## config.mk

```make
export PLATFORM = sky130hd
export DESIGN_NAME = spi_dbuf
export DESIGN_NICKNAME = d
export VERILOG_FILES = /design/src/rtl/spi_dbuf.sv
export SDC_FILE = /design/constraint.sdc
export NUM_CORES = 1
export LEC_CHECK = 0
export BUFFER_PORTS_ARGS = -buffer_cell sky130_fd_sc_hd__buf_2
export CAP_MARGIN = 10
export CORE_AREA = 2 2 70 72
export CTS_CLUSTER_DIAMETER = 200
export DETAILED_ROUTE_END_ITERATION = 8
export DIE_AREA = 0 0 72 74
export PLACE_DENSITY = 0.83
export SKIP_LAST_GASP = 1
export SYNTH_ARGS = -nofsm -noshare
export SYNTH_HDL_FRONTEND = slang
export SYNTH_SLANG_ARGS = --single-unit
```

## constraint.sdc

```tcl
create_clock -name clk -period 5 [get_ports clk]
set_input_delay 0.5 -clock clk [delete_from_list [all_inputs] [get_ports clk]]
set_output_delay 0.5 -clock clk [all_outputs]
set_load 0.01 [all_outputs]
```

## src/rtl/spi_dbuf.sv

```systemverilog
module spi_dbuf #(
  parameter int WIDTH = 8
) (
  input  logic             clk,
  input  logic             rst_n,
  input  logic             bus_wr,
  input  logic             bus_rd,
  input  logic             bus_sel,
  input  logic [WIDTH-1:0] bus_wdata,
  output logic [WIDTH-1:0] bus_rdata,
  output logic             sck_o,
  input  logic             sck_i,
  output logic             mosi_o,
  input  logic             mosi_i,
  output logic             miso_o,
  input  logic             miso_i,
  input  logic             ss_n_i
);
  localparam int EW = $clog2(2*WIDTH);
  localparam int BW = $clog2(WIDTH+1);

  logic             mst, txe, rxf, ovf, armed, busy, sck_r, cap;
  logic [1:0]       baud;
  logic [WIDTH-1:0] txb, sh, rxd;
  logic [5:0]       hcnt;
  logic [EW-1:0]    ecnt;
  logic [BW-1:0]    bcnt;
  logic [2:0]       sck_q;
  logic [1:0]       mosi_q, ss_q;

  wire wr_d = bus_wr & ~bus_sel;
  wire wr_c = bus_wr &  bus_sel;
  wire rd_d = bus_rd & ~bus_sel;
  wire rd_s = bus_rd &  bus_sel;

  wire [6:0] half = 7'd1 << {baud, 1'b0};
  wire tick   = busy & mst & ({1'b0, hcnt} == half - 7'd1);
  wire s_rise = ~mst & ~ss_q[1] &  sck_q[1] & ~sck_q[2];
  wire s_fall = ~mst & ~ss_q[1] & ~sck_q[1] &  sck_q[2];
  wire rise   = (tick & ~sck_r) | s_rise;
  wire fall   = (tick &  sck_r) | s_fall;
  wire last   = mst ? (ecnt == EW'(2*WIDTH-1)) : (bcnt == BW'(WIDTH));
  wire done   = fall & last;
  wire idle   = (mst ? ~busy : (bcnt == '0)) | (done & txe);
  wire start  = wr_d & idle;
  wire load   = start | (done & ~txe);
  wire clr    = rd_d & armed;
  wire [WIDTH-1:0] rx_word = {sh[WIDTH-2:0], cap};
  wire [7:0] stat = {rxf, ovf, txe, 2'b00, baud, mst};

  assign bus_rdata = bus_sel ? WIDTH'(stat) : rxd;
  assign sck_o     = sck_r;
  assign mosi_o    = mst & sh[WIDTH-1];
  assign miso_o    = ~mst & sh[WIDTH-1];

  always_ff @(posedge clk or negedge rst_n) begin
    if (!rst_n) begin
      mst <= 1'b0;  baud <= '0;  txb <= '0;  sh <= '0;  rxd <= '0;
      txe <= 1'b1;  rxf <= 1'b0; ovf <= 1'b0; armed <= 1'b0;
      busy <= 1'b0; sck_r <= 1'b0; cap <= 1'b0;
      hcnt <= '0;   ecnt <= '0;  bcnt <= '0;
      sck_q <= '0;  mosi_q <= '0; ss_q <= '1;
    end else begin
      sck_q  <= {sck_q[1:0], sck_i};
      mosi_q <= {mosi_q[0], mosi_i};
      ss_q   <= {ss_q[0], ss_n_i};

      if (wr_c) begin
        mst  <= bus_wdata[0];
        baud <= bus_wdata[2:1];
      end
      if (wr_d) begin
        txb <= bus_wdata;
        txe <= 1'b0;
      end

      if (rd_s && rxf) armed <= 1'b1;
      if (clr) begin
        rxf <= 1'b0; ovf <= 1'b0; armed <= 1'b0;
      end
      if (done) begin
        if (rxf && !clr) ovf <= 1'b1;
        else begin
          rxd <= rx_word;
          rxf <= 1'b1;
        end
      end

      if (rise) cap <= mst ? miso_i : mosi_q[1];
      if (fall) sh <= rx_word;
      if (load) begin
        sh  <= start ? bus_wdata : txb;
        txe <= 1'b1;
      end

      if (mst) begin
        if (start) begin
          busy <= 1'b1; hcnt <= '0; ecnt <= '0; sck_r <= 1'b0;
        end else if (tick) begin
          hcnt  <= '0;
          sck_r <= ~sck_r;
          ecnt  <= last ? '0 : ecnt + EW'(1);
          if (done && txe) busy <= 1'b0;
        end else if (busy) begin
          hcnt <= hcnt + 6'd1;
        end
      end else begin
        if (ss_q[1])   bcnt <= '0;
        else if (rise) bcnt <= bcnt + BW'(1);
        else if (done) bcnt <= '0;
      end
    end
  end
endmodule

```

==> metrics.txt <==
sequential share of power=50.4%; hold path cells=1; DR pass1 iterations=4; DR WL/cell=between 15 and 20 um; number of synthesized flops with an enable pin=0; crit start category=flip-flop; # resized after CTS=0; Crit. End Element=flip-flop; Peak Freq=roughly 350 MHz; Slew Viols, Final=0; Sum Neg Setup Slack=0 ps; synthesized cell area=2804 sq um; pre-CTS WS=2213 ps; CTS tree=done; RSZ-0062 raised after global routing=false; first-pass GRT wire length=around 9.4 mm; number of setup buffers added after CTS=0; RD Place Congestion=a little under 0.8; initial DRC count=between 100 and 150; clk_skew=between 6 and 7 ps; Cell Rows=25; Clock Sinks=55; Non-Filler Instances=336; slew margin rel.=approximately 40%; Static Leak=about 1.4 nW; switching share of power=approximately a third; Pwr Density=roughly 430 nW/um^2; Die Y=between 70 and 80 um; sequential fraction of the synthesis area=between 40% and 50%; Total GRT Usage=a little under a quarter; post-synthesis net count=between 200 and 300; die width=around 70 um; Ports=28; R2R depth=5; final hold violation count=0; Reg clk slew, reported paths=about 90 ps; max cap viols=0; most frequent cells in the layout=dfrtp_1, nand2_1, mux2_2, buf_2, nor2_1; vias in the first global route=between 1500 and 2000; Worst VDD drop=between 0.0003 and 0.0004 V; I/O Buffers=27; core area=~4600 sq um; top cell type's share of synthesized area=between 40 and 50%; clock share of power=a little over a fifth; most common cell after layout, fill and taps aside=dfrtp_1; worst-path fanout max=22; hold_buf cts=0; clk_lat worst skew=310 ps; Final ANT Viol Nets=0; initial antenna violation count=0; internal power=about 0.91 mW; vias per inst=6.039; worst setup margin=~2200 ps; share of layout cells above drive strength 1=a little under 30%; Crit path required time=around 5200 ps; Top FF cell, synth=dfrtp_1; final net count=303; worst min path class=input port to flip-flop; register bit total from synthesis=55; DRC viols=0; dpl hpwl=about 3.9 mm; largest cells by area after synthesis=dfrtp_1, mux2_2, nand2_1; synthesized area per cell=around 11 sq um; vias=approximately 2000; starting density of the core=60.98%; die area=5328 sq um; Synth async-reset ratio=100.0%; n_diodes=0; CTS Root Cell=clkbuf_8; Final Instance Area=between 3000 and 4000 sq um; CTS buffer count=5; Slew @ Worst Pin=899.8 ps; outcome=complete, no violations; Final Power=~1.3 mW; Yosys warning count=0; Tcrit/Tclk final=between 50 and 60%; H-tree depth=2; WS Path Type=flip-flop to flip-flop; placed cell count=~330; largest net degree at the start of global routing=between 50 and 60; min Tclk post-route=around 2800 ps; arrival time worst endpoint=approximately 3000 ps; placed instance area=~3000 sq um; synth unique cells=between 50 and 60; Setup violations, final=0; Gate power share=~28%; Remaining Overflow, GRT=0; Synth area leader=dfrtp_1; Area Growth Syn to Fin=9.951%; maximum clock insertion buffer count=2; Psw=between 0.4 and 0.5 mW; post-synthesis instance total=about 250; Post-Route WL=between 5 and 6 mm
cell type report:
| class | instances | area (sq um) |
|---|---|---|
| Clock inverter | 1 | 30.03 |
| Inverter | 4 | 15.01 |
| Sequential cell | 55 | 1380 |
| Multi-Input combinational cell | 185 | 1356 |
| Clock buffer | 7 | 76.32 |
| Fill cell | 343 | 1515 |
| Timing Repair Buffer | 30 | 157.7 |
| Tap cell | 54 | 67.56 |
layer usage:
metal / GRT usage, % / up-vias / share of wire [%]
met5: 0 / - / 0
met4: 5.451 / 0 / 1.3
met3: 4.065 / 11 / 3.8
met2: 37.14 / 50 / 48
met1: 32.37 / 998 / 47
li1: - / 970 / -
flip-flops by register name, indices dropped and copies added, names as in the netlist, 2 cells and up:
name and cells:
ss_q 2, baud 2, bcnt 4, ecnt 4, txb 8, mosi_q 2, hcnt 6, rxd 8
sh 8, sck_q 3
metrics by stage:
step	hold WS, ps	utilization, %
6_report	285.2	67.05
5_1_grt	269.1	67.05
4_1_cts	284.8	67.05
3_5_place_dp	340.3	64.73
3_3_place_gp	332.7	64.73
2_1_floorplan	204.4	-
power by group through the flow:
stage	Clock [mW]	Combinational (mW)	Sequential [mW]
floorplan	0	0.306	0.631
global placement	0	0.351	0.671
detailed placement	0	0.368	0.677
CTS	0.292	0.374	0.668
global route	0.308	0.415	0.688
finish	0.289	0.371	0.670
worst max-delay path, stage by stage, from the launching register on:
cell and delay, ps:
dfrtp_1 750, nand4_1 270, a21oi_1 760, mux2_2 410, mux2_2 270, mux2_4 260
Yosys cell counts, drive strengths merged, types with 4 or more instances:
cell type	number
dfrtp	52
nand2	50
mux2	35
nor2	10
a31oi	8
a21oi	7
nor2b	6
and2	5
buf	5
ha	5
clkbuf	4
inv	4
nand2b	4
o2111ai	4
o21ai	4
logic make-up (layout without fill, tap and decap cells):
| family | count (synthesis) | count (layout) | share of synthesized area, % |
|---|---|---|---|
| multiplexers | 38 | 38 | 15.93 |
| adder cells (fa/ha/maj) | 5 | 5 | 2.231 |
| XOR/XNOR | 4 | 4 | 1.250 |
| AND/OR/NAND/NOR | 95 | 95 | 17.31 |
| flip-flops | 55 | 55 | 49.22 |
| AO/OA/AOI/OAI | 43 | 43 | 11.65 |
| buffers and inverters | 13 | 42 | 2.409 |
final timing paths:
kind | startpoint | to | slack, ps
max reg2reg | mst | sh[1] | 2180
min reg2reg | mosi_q[0] | mosi_q[1] | 360
max in group asynchronous | rst_n | bcnt[0] | 4230
max | mst | sh[1] | 2180
min in group asynchronous | rst_n | txb[7] | 310
min | ss_n_i | ss_q[0] | 290
(Power assumes the default switching activity.)
